==> config.mk <==
export PLATFORM = sky130hd
export DESIGN_NAME = frac_rate_gen
export DESIGN_NICKNAME = d
export VERILOG_FILES = /design/src/rtl/frac_rate_pkg.sv /design/src/rtl/frac_rate_len_clamp.sv /design/src/rtl/frac_rate_adjacency.sv /design/src/rtl/frac_rate_walker.sv /design/src/rtl/frac_rate_gen.sv
export SDC_FILE = /design/constraint.sdc
export NUM_CORES = 1
export LEC_CHECK = 0
export BUFFER_PORTS_ARGS = -buffer_cell sky130_fd_sc_hd__buf_2
export CAP_MARGIN = 20
export CORE_MARGIN = 2
export CORE_UTILIZATION = 64
export CTS_BUF_LIST = sky130_fd_sc_hd__clkbuf_4
export CTS_CLUSTER_SIZE = 10
export DETAILED_ROUTE_END_ITERATION = 10
export PLACE_DENSITY = 0.89
export SLEW_MARGIN = 20
export SYNTH_ARGS = -nofsm -noshare
export SYNTH_HDL_FRONTEND = slang
export SYNTH_SLANG_ARGS = --single-unit
==> constraint.sdc <==
create_clock -name clk -period 7.18 [get_ports clk]
set_clock_uncertainty 0.1 [all_clocks]
set_input_delay 1.436 -clock clk [delete_from_list [all_inputs] [get_ports clk]]
set_output_delay 1.436 -clock clk [all_outputs]
set_load 0.01 [all_outputs]
==> src/rtl/frac_rate_pkg.sv <==
package frac_rate_pkg;

  // Reason the active pattern is replaced at the coming edge.
  typedef enum logic [1:0] {
    LOAD_NONE    = 2'd0,
    LOAD_WRAP    = 2'd1,
    LOAD_RESTART = 2'd2
  } load_cause_e;

endpackage

==> src/rtl/frac_rate_len_clamp.sv <==
module frac_rate_len_clamp #(
  parameter int PAT_W = 32,
  parameter int DEN_W = 6,
  parameter int LEN_W = $clog2(PAT_W + 1)
) (
  input  logic [DEN_W-1:0] den_i,
  output logic [LEN_W-1:0] len_o
);

  // Length is kept in 1..PAT_W.
  always_comb begin
    if (den_i == '0) begin
      len_o = LEN_W'(1);
    end else if (int'(den_i) > PAT_W) begin
      len_o = LEN_W'(PAT_W);
    end else begin
      len_o = LEN_W'(den_i);
    end
  end

endmodule

==> src/rtl/frac_rate_adjacency.sv <==
module frac_rate_adjacency #(
  parameter int PAT_W = 32,
  parameter int LEN_W = $clog2(PAT_W + 1),
  parameter int IDX_W = $clog2(PAT_W)
) (
  input  logic [PAT_W-1:0] pat_i,
  input  logic [LEN_W-1:0] len_i,
  output logic             adj_o
);

  logic [PAT_W-1:0] hits;

  // Linear pairs (i, i+1) that lie inside the active length.
  for (genvar i = 0; i < PAT_W - 1; i++) begin : g_pair
    assign hits[i] = pat_i[i] & pat_i[i+1] & (LEN_W'(i + 1) < len_i);
  end

  // Wrap pair: last active position followed by position 0.
  assign hits[PAT_W-1] = pat_i[0] & pat_i[IDX_W'(len_i - LEN_W'(1))];

  assign adj_o = |hits;

endmodule

==> src/rtl/frac_rate_walker.sv <==
module frac_rate_walker
  import frac_rate_pkg::*;
#(
  parameter int PAT_W = 32,
  parameter int LEN_W = $clog2(PAT_W + 1),
  parameter int IDX_W = $clog2(PAT_W)
) (
  input  logic              clk,
  input  logic              rst,
  input  logic              restart_i,
  input  logic [LEN_W-1:0]  len_i,
  output logic [IDX_W-1:0]  idx_o,
  output logic [IDX_W-1:0]  idx_next_o,
  output load_cause_e       cause_o
);

  logic [IDX_W-1:0] idx_q;
  logic             at_last;

  assign at_last = (LEN_W'(idx_q) + LEN_W'(1)) == len_i;

  always_comb begin
    if (restart_i) begin
      cause_o = LOAD_RESTART;
    end else if (at_last) begin
      cause_o = LOAD_WRAP;
    end else begin
      cause_o = LOAD_NONE;
    end
  end

  assign idx_next_o = (cause_o == LOAD_NONE) ? idx_q + IDX_W'(1) : '0;

  always_ff @(posedge clk) begin
    if (rst) begin
      idx_q <= '0;
    end else begin
      idx_q <= idx_next_o;
    end
  end

  assign idx_o = idx_q;

endmodule

==> src/rtl/frac_rate_gen.sv <==
module frac_rate_gen
  import frac_rate_pkg::*;
#(
  parameter int               PAT_W   = 32,
  parameter int               DEN_W   = 6,
  parameter logic [PAT_W-1:0] DEF_NUM = 'hFFFF,
  parameter int               DEF_DEN = 16,
  localparam int              IDX_W   = $clog2(PAT_W)
) (
  input  logic             clk,
  input  logic             rst,
  input  logic             restart_i,
  input  logic [PAT_W-1:0] num_i,
  input  logic [DEN_W-1:0] den_i,
  output logic             xfer_en_o,
  output logic [IDX_W-1:0] bit_idx_o,
  output logic             burst2_o
);

  localparam int LEN_W = $clog2(PAT_W + 1);
  localparam int DEF_LEN_INT = (DEF_DEN < 1) ? 1 : ((DEF_DEN > PAT_W) ? PAT_W : DEF_DEN);
  localparam logic [LEN_W-1:0] DEF_LEN = LEN_W'(DEF_LEN_INT);

  logic [PAT_W-1:0] act_num_q;
  logic [LEN_W-1:0] act_len_q;
  logic             en_q;
  logic             burst_q;

  logic [LEN_W-1:0] stage_len;
  logic             stage_adj;
  logic             def_adj;
  logic [IDX_W-1:0] idx_cur;
  logic [IDX_W-1:0] idx_next;
  load_cause_e      cause;
  logic             load;

  frac_rate_len_clamp #(
    .PAT_W (PAT_W),
    .DEN_W (DEN_W),
    .LEN_W (LEN_W)
  ) clamp_i (
    .den_i (den_i),
    .len_o (stage_len)
  );

  frac_rate_adjacency #(
    .PAT_W (PAT_W),
    .LEN_W (LEN_W),
    .IDX_W (IDX_W)
  ) stage_adj_i (
    .pat_i (num_i),
    .len_i (stage_len),
    .adj_o (stage_adj)
  );

  frac_rate_adjacency #(
    .PAT_W (PAT_W),
    .LEN_W (LEN_W),
    .IDX_W (IDX_W)
  ) def_adj_i (
    .pat_i (DEF_NUM),
    .len_i (DEF_LEN),
    .adj_o (def_adj)
  );

  frac_rate_walker #(
    .PAT_W (PAT_W),
    .LEN_W (LEN_W),
    .IDX_W (IDX_W)
  ) walker_i (
    .clk        (clk),
    .rst        (rst),
    .restart_i  (restart_i),
    .len_i      (act_len_q),
    .idx_o      (idx_cur),
    .idx_next_o (idx_next),
    .cause_o    (cause)
  );

  assign load = (cause != LOAD_NONE);

  // Active pattern is swapped only at a wrap or a restart.
  always_ff @(posedge clk) begin
    if (rst) begin
      act_num_q <= DEF_NUM;
      act_len_q <= DEF_LEN;
      burst_q   <= def_adj;
      en_q      <= DEF_NUM[0];
    end else if (load) begin
      act_num_q <= num_i;
      act_len_q <= stage_len;
      burst_q   <= stage_adj;
      en_q      <= num_i[0];
    end else begin
      en_q      <= act_num_q[idx_next];
    end
  end

  assign xfer_en_o = en_q;
  assign bit_idx_o = idx_cur;
  assign burst2_o  = burst_q;

endmodule

# Yosys cells after proc, flatten, opt, wreduce, memory -nomap -nowiden
# Cells that the tools add are included.
[op_classes]
n_addsub = 3
n_mul = 0
div = 0
n_lt_le_gt_ge = 34
n_eq_ne = 1
n_shift = 0
mux = 10
n_bitwise = 63
reduce_logical = 4
[ops]
columns = ["cell", "count"]
rows = [
  ["5-bit by 6-bit < comparator with 1-bit output, first input constant", 16],
  ["1-bit bitwise AND", 63],
  ["4-bit by 6-bit < comparator with 1-bit output, first input constant", 8],
  ["32-bit OR reduction", 1],
  ["3-bit by 6-bit < comparator with 1-bit output, first input constant", 4],
  ["2-bit by 6-bit < comparator with 1-bit output, first input constant", 2],
  ["5-bit by 6-bit < comparator with 1-bit output, second input constant", 2],
  ["6-bit two-way mux", 2],
  ["1-bit binary-select mux with 5-bit select", 2],
  ["5-bit by 1-bit adder with 6-bit output, second input constant", 1],
  ["6-bit == test", 1],
  ["6-bit greater-than comparator, second input constant", 1],
  ["6-bit logical NOT", 1],
  ["1-bit by 6-bit < comparator with 1-bit output, first input constant", 1],
  ["5-bit by 1-bit adder with 5-bit output, second input constant", 1],
  ["5-bit two-way mux", 1],
  ["5-bit by 1-bit subtractor with 5-bit output, second input constant", 1],
  ["1-bit two-way mux", 4],
  ["2-bit logical NOT", 1],
  ["2-bit two-way mux", 1],
  ["2-bit nonzero test", 1],
]
[word_totals]
reg_bits = 45
latch_bits = 0
ramBits = 0
rom_bits = 0
in_bits = 41
output_inout_bits = 7
memories = 0

# Depth between registers and ports, before layout
# Gate-level depths: netlist of run 1.
[logic_depth]
depth_word = 9
mapped_depth = 14
mapped_depth_nobuf = 11

# By module
# From an unflattened synthesis of run 1, not the netlist that was laid out.
[hier_totals]
cells_unflattened = 449
area_unflattened_um2 = 3965.1
[modules_own_cells]
columns = ["mod", "instances", "cells_per_inst", "area_per_inst_um2"]
rows = [
  ["frac_rate_adjacency", 2, 101, 910.9],
  ["frac_rate_gen", 1, 200, 1702.9],
  ["frac_rate_walker", 1, 39, 395.4],
  ["frac_rate_len_clamp", 1, 8, 45.0],
]

# Worst setup path after synthesis of run 1
# Ideal clock, no wire load.
[synth_path]
path_type = "in2reg"
start = "input port den_i[5]"
end = "register burst_q, in the netlist burst2_o"
setup_time_ps = 120
arrival_ps = 3759
t_required_ps = 6960
path_slack_ps = 3201
cell_stages = 13
path_cell_list = "buf_2 o21bai_2 clkbuf_1 ha_1 buf_2 clkbuf_1 buf_2 a21boi_0 o21ai_0 nand4_1 a211oi_1 a41oi_1 a211o_1"
[synth_via]
elab_chain_cells = 8
elab_cells_between_ends = 71
classes_between = "add/sub: 1; order compare: 32; mux: 4; bitwise: 32; reduce/logical: 2"
[synth_lines]
columns = ["item", "line_no", "source"]
rows = [
  ["start, declared", "frac_rate_gen.sv:14", "input logic [DEN_W-1:0] den_i,"],
  ["6-bit greater-than comparator", "frac_rate_len_clamp.sv:14", "end else if (int'(den_i) > PAT_W) begin"],
  ["6-bit two-way mux", "frac_rate_len_clamp.sv:14", ""],
  ["6-bit two-way mux *", "frac_rate_len_clamp.sv:12", "if (den_i == '0) begin"],
  ["5-bit by 1-bit subtractor with 5-bit output", "frac_rate_adjacency.sv:19", "assign hits[PAT_W-1] = pat_i[0] & pat_i[IDX_W'(len_i - LEN_W'(1))];"],
  ["1-bit binary-select mux with 5-bit select", "frac_rate_adjacency.sv:19", ""],
  ["1-bit two-way mux (not written as such)", "frac_rate_adjacency.sv:19", ""],
  ["1-bit bitwise AND", "frac_rate_adjacency.sv:19", ""],
  ["32-bit OR reduction *", "frac_rate_adjacency.sv:21", "assign adj_o = |hits;"],
  ["end signal, assigned", "frac_rate_gen.sv:87", "burst_q <= def_adj;"],
  ["end signal, assigned", "frac_rate_gen.sv:92", "burst_q <= stage_adj;"],
  ["end, declared", "frac_rate_gen.sv:27", "logic burst_q;"],
]
# Mark *: on every way between the ends. The rest lies on a longest branch, timed or not. The select of a mux whose other input is x is not followed.
# A chain may end at the register's enable or synchronous reset.

# Worst setup path in the final report of run 1
[layout_path]
start = "input port den_i[3]"
end = "register burst_q, in the netlist burst2_o"
# The elaborated chain is that of the path after synthesis.

==> results.cfg, run 1 <==
[run_status]
status = completed

[logic_synthesis]
ys_ff_latch = 45
synth_area_sq_um = 3180
synth_top_area_share_pct = 28.4
synth_edf_count = 0
synth_compound_area_share_pct = 20.4
synthSimpleGateAreaFrac_pct = 22.5
synth.avg_cell_area_sq_um = 8.29
synth_mux_area_share_pct = 16.5
syn_nets = 427
ys_types = 56
yosys.area_share.adder_pct = 1.18
yosys.area_share.xor_xnor_pct = 2.95
ys.warnings.count = 0
synth_area_leader_cell = dfxtp_1
yosys-top-cells-area = dfxtp_1 28%, mux2i_1 9.1%, mux4_2 5.7%, nor2_1 5.6%, a211o_1 4.4%
synth_top_family_by_area = simple AND/OR/NAND/NOR gates
yosysMostFrequentCell = nor2_1
syn_inst = 383
ys.flop_type = dfxtp_1
netlist_top_cells_count = 47 x nor2_1, 45 x dfxtp_1, 29 x mux2i_1, 28 x nand2_1
async_reset_ff_share_pct = 0
ys_seq_area_share_pct = 28.4

[pwr]
p_per_area_nw_per_um2 = 163
peakVddDrop_mv = 0.0998
power.leakage_nw = 1.54

[detailed_routing]
first_pass_iters = 5
drt_iter0_markers = 294
drt_wl_total_microns = 8210
vias = 3043
ant_nets = 0
wire_per_inst_microns = 17.1
drc = 0
vias_per_cell = 6.35

[finish]
fin_util_pct = 71.5
fin_area_sq_um = 3400
multi_input_area_sq_um = 2020
diodes = 0
regArea_sq_um = 901
fillerInstances = 408
final_nets = 455
drive_above_1_share_pct = 18.2
fin_cells = 479
area_delta_synth_final_pct = 7.05

[global_route]
overflow = 0
grt_max_degree = 46
grt_pass1_wl_microns = 13300
antenna_found_initial = 0
grt_usage_pct = 31.1
grt_pass1_vias = 2776

[worst_setup_path]
worstRegToRegCells = 8
critical_path_depth = 11
cp-start-kind = primary input
criticalPathCategory = in2reg
arrival_ns = 4.65
critPathCaptureType = flip-flop
cp.required_ns = 7.37
regToRegEndpoint = act_num_q[25]$_SDFFE_PP0P_
rrSetupSlack_ns = 3.50
r2r_start = walker_i.idx_o[0]$_SDFF_PP0_
path_max_fanout = 22
cpMaxStageDelayCell = ha_1
critPathBufInv = 2
slowest_delay_ns = 0.66
crit_family = compound AO/OA/AOI/OAI gates
crit_path_cell_trace = buf_2, nor4_1, o21bai_2, ha_1, buf_4, xnor2_2, mux2i_1, a2111oi_0, nor4_1, mux2i_1, a211o_1

[die]
rows = 25
core-area_sq_um = 4750
die_h_microns = 74.5
die_w_microns = 74.5
dieArea_sq_um = 5540
start_util_pct = 66.8
io_pins = 48

[placed_design]
routabilityCongestion = 1.03
placed_cell_area_sq_um = 3350
place_inst = 471
hpwl_microns = 6000
io_buffers = 47

[clock_network]
clk_pin_slew_ns = 0.14
clkLatencyLatePin_ns = 0.38
holdBufCountCts = 0
cts_tree = yes
cts-root-buf = clkbuf_4
cts_resized = 0
clock_sinks = 45
clock_path_buffers = 2
post-cts-setup-buffers = 0
cts.htree.levels = 2
numCtsBuffers = 5

[sta]
timing.final.crit_share_pct = 62.1
finalMaxSlewViolations = 0
hold_viol = 0
setup_tns_ns = 0
rsz0062_at_grt = no
slew_headroom_pct = 45.8
timing.fmax_mhz = 224
period_minus_slack_ns = 4.46
finalSetupViolCount = 0
timing.hold.ws_ns = 0.408
worst_slew_pin_slew_ns = 0.812

[worst_hold_path]
hold_end = act_num_q[22]$_SDFFE_PP0P_
min_from = act_num_q[22]$_SDFFE_PP0P_
hold_class = reg2reg
whs_path_depth = 2

[flow_run]
drv_cap = 0
worst max-delay path by stage:
stage                   from               endpoint
floorplan           den_i[5]  burst2_o$_SDFFE_PP1P_
global placement    den_i[3]  burst2_o$_SDFFE_PP1P_
detailed placement  den_i[3]  burst2_o$_SDFFE_PP1P_
CTS                 den_i[3]  burst2_o$_SDFFE_PP1P_
global route        den_i[3]  burst2_o$_SDFFE_PP1P_
finish              den_i[3]  burst2_o$_SDFFE_PP1P_
placed cells by master (no fill, tap or decap), types with 2 or more instances in the layout:
master and instances:
and3_1 2, xnor2_1 3, a221oi_1 2, nand2_1 28
ha_1 3, a311oi_1 5, a31oi_1 6, dfxtp_1 45
a211oi_1 2, inv_1 23, mux2i_1 29, xor2_1 4
clkbuf_4 5, nor2b_1 4, xnor2_2 2, nor3_1 17
o211ai_1 2, a2111oi_0 6, nor4_1 4, mux4_2 8
a211o_1 16, o221ai_1 2, nand4_1 2, a21boi_0 3
or2_2 3, a21oi_1 23, nor4b_2 2, nand2b_1 22
buf_4 3, nand3_1 8, buf_2 47, nor2_1 47
mux4_1 2, a2bb2oi_1 2, o21ai_0 10
metrics by stage:
stage | power [mW] | setup slack (ns)
after global placement | 0.430 | 2.49
after detailed placement | 0.433 | 2.38
after floorplan | 0.392 | 3.20
final | 0.554 | 2.72
after global routing | 0.581 | 2.40
after CTS | 0.554 | 2.77
cell type report:
cell class                 count  area share [%]
clock buffer                   5            1.10
clock inverter                 3           0.515
inverter                      23            2.54
multi-input combinational    286            59.3
sequential                    45            26.5
tap                           67            2.47
timing repair buffer          50            7.58
layer usage:
metal / GRT usage [%] / up-vias / routed length [microns]
li1: - / 1444 / -
met1: 44.0 / 1421 / 3480
met2: 48.4 / 153 / 3830
met3: 5.15 / 25 / 704
met4: 10.7 / 0 / 202
met5: 0 / - / 0
where the power goes:
| group | internal [mW] | switching (mW) |
|---|---|---|
| registers | 0.265 | 0.0104 |
| logic | 0.0680 | 0.0869 |
| clock network | 0.0372 | 0.0865 |
| total | 0.371 | 0.184 |
worst min-delay path: cells and delay by family, from the launching register on:
family,cells,cell delay [ns]
mux,1,0.06
simple gates,1,0.07
flops,1,0.35
kinds of logic after synthesis:
logic type	after synthesis
flops	45
compound gates	90
simple gates	145
fa+ha+maj	3
mux	39
buf+inv	52
xor+xnor	9
flip-flops by register name, indices dropped and copies added, names as in the netlist:
| register | count |
|---|---|
| act_len_q | 6 |
| act_num_q | 32 |
| burst2_o | 1 |
| walker_i.idx_o | 5 |
| xfer_en_o | 1 |
(Power assumes the default switching activity.)
==> run 2, diff against run 1 <==
--- a/config.mk
+++ b/config.mk
@@ -8,11 +8,11 @@
 export BUFFER_PORTS_ARGS = -buffer_cell sky130_fd_sc_hd__buf_2
 export CAP_MARGIN = 20
 export CORE_MARGIN = 2
-export CORE_UTILIZATION = 64
+export CORE_UTILIZATION = 54
 export CTS_BUF_LIST = sky130_fd_sc_hd__clkbuf_4
 export CTS_CLUSTER_SIZE = 10
 export DETAILED_ROUTE_END_ITERATION = 10
-export PLACE_DENSITY = 0.89
+export PLACE_DENSITY = 0.8
 export SLEW_MARGIN = 20
 export SYNTH_ARGS = -nofsm -noshare
 export SYNTH_HDL_FRONTEND = slang
==> constraint.sdc (replaced) <==
create_clock -name clk -period 3.99 [get_ports clk]
set_clock_uncertainty 0.1 [all_clocks]
set_input_delay 0.798 -clock clk [delete_from_list [all_inputs] [get_ports clk]]
set_output_delay 0.798 -clock clk [all_outputs]
set_load 0.01 [all_outputs]
==> results.cfg, run 2 (synthesized netlist as in run 1, its figures left out) <==
[run_status]
status = completed

[global_route]
antenna_found_initial = 0
grt_pass1_wl_microns = 13500
overflow = 0
grt_pass1_vias = 2608
grt_max_degree = 46
grt_usage_pct = 26.8

[placed_design]
pre_cts_ws_ns = 0.403
routabilityCongestion = 0.935
hpwl_microns = 6050
io_buffers = 47

[sta]
period_minus_slack_ns = 3.24
hold_viol = 0
slew_headroom_pct = 46.6
rsz0062_at_grt = no
finalSetupViolCount = 0
worst_slew_pin_slew_ns = 0.802
timing.final.crit_share_pct = 81.2
finalMaxSlewViolations = 0
fin_ws_ns = 0.750
setup_tns_ns = 0
timing.fmax_mhz = 309

[worst_setup_path]
cp-start-kind = primary input
critPathCaptureType = flip-flop
r2r_start = walker_i.idx_o[0]$_SDFF_PP0_
arrival_ns = 3.40
cp.required_ns = 4.15
rrSetupSlack_ns = 1.07
regToRegEndpoint = act_num_q[17]$_SDFFE_PP0P_
criticalPathCategory = in2reg
worstRegToRegCells = 9
path_max_fanout = 17

[detailed_routing]
first_pass_iters = 5
vias_per_cell = 6.16
vias = 3010
drt_iter0_markers = 279
drt_wl_total_microns = 8300
ant_nets = 0
wire_per_inst_microns = 17.0
drc = 0

[die]
die_w_microns = 80.7
rows = 27
dieArea_sq_um = 6510
io_pins = 48
die_h_microns = 80.7
core-area_sq_um = 5610
start_util_pct = 56.6

[clock_network]
holdBufCountCts = 0
cts.htree.levels = 2
post-cts-setup-buffers = 0
numCtsBuffers = 5
cts_resized = 0
cts-root-buf = clkbuf_4
clkLatencyLatePin_ns = 0.36
cts_tree = yes
clk_pin_slew_ns = 0.13
clock_path_buffers = 2
clock_sinks = 45

[pwr]
power.total_uw = 997
power.leakage_nw = 1.57
p_per_area_nw_per_um2 = 288
peakVddDrop_mv = 0.159

[finish]
most-common-layout-cells = 47 x nor2_1, 47 x buf_2, 45 x dfxtp_1, 29 x mux2i_1, 28 x nand2_1
diodes = 0
area_delta_synth_final_pct = 8.82
top_register = act_num_q
final_nets = 460
largest_reg_flops = 32
drive_above_1_share_pct = 19.2

[worst_hold_path]
min_from = act_num_q[23]$_SDFFE_PP0P_
whs_path_depth = 2
hold_class = reg2reg
hold_end = act_num_q[23]$_SDFFE_PP0P_

[flow_run]
drv_cap = 0
run 2: worst max-delay path, cell delays in order:
cell	delay, ns
buf_2	0.18
nor4_1	0.33
o21bai_2	0.18
ha_1	0.30
buf_4	0.22
xnor2_2	0.35
mux2i_1	0.21
a2111oi_0	0.12
nor4_1	0.30
mux2i_1	0.12
a211o_1	0.27
run 2: layer usage:
metal / global-route usage, % / wire length, microns / part of all wire, % / up-vias
li1: - / - / - / 1450
met1: 38.7 / 3820 / 46 / 1421
met2: 42.7 / 3910 / 47 / 131
met3: 3.48 / 503 / 6.1 / 8
met4: 6.44 / 68 / 0.82 / 0
met5: 0 / 0 / 0 / -
run 2: how the worst max path moves through the flow:
stage,from,end,slack (ns),cells past startpoint
after floorplan,den_i[5],burst2_o$_SDFFE_PP1P_,0.65,13
after global placement,den_i[2],burst2_o$_SDFFE_PP1P_,0.46,11
after detailed placement,den_i[2],burst2_o$_SDFFE_PP1P_,0.40,11
after CTS,den_i[2],burst2_o$_SDFFE_PP1P_,0.80,11
after global routing,den_i[2],burst2_o$_SDFFE_PP1P_,0.47,11
final,den_i[2],burst2_o$_SDFFE_PP1P_,0.75,11
run 2: area by class of cell:
cell class	count	area, sq um
Tap cell	72	90.1
Inverter	23	86.3
Fill cell	521	2150
Clock buffer	5	37.5
Clock inverter	3	17.5
Timing Repair Buffer	55	308
Multi-Input combinational cell	286	2020
Sequential cell	45	901
run 2: through the flow:
step / cell area (sq um) / hold slack, ns / std cells / utilization (%)
2_1_floorplan: 3180 / 0.355 / 383 / -
3_5_place_dp: 3400 / 0.381 / 481 / 60.7
5_1_grt: 3460 / 0.436 / 489 / 61.6
3_3_place_gp: 3400 / 0.368 / 481 / 60.7
4_1_cts: 3460 / 0.411 / 489 / 61.6
6_report: 3460 / 0.406 / 489 / 61.6
run 2: report_power, final:
part           total [mW]  switching [mW]  internal [mW]
sequential          0.492          0.0146          0.477
clock               0.217           0.150         0.0670
combinational       0.288           0.160          0.128
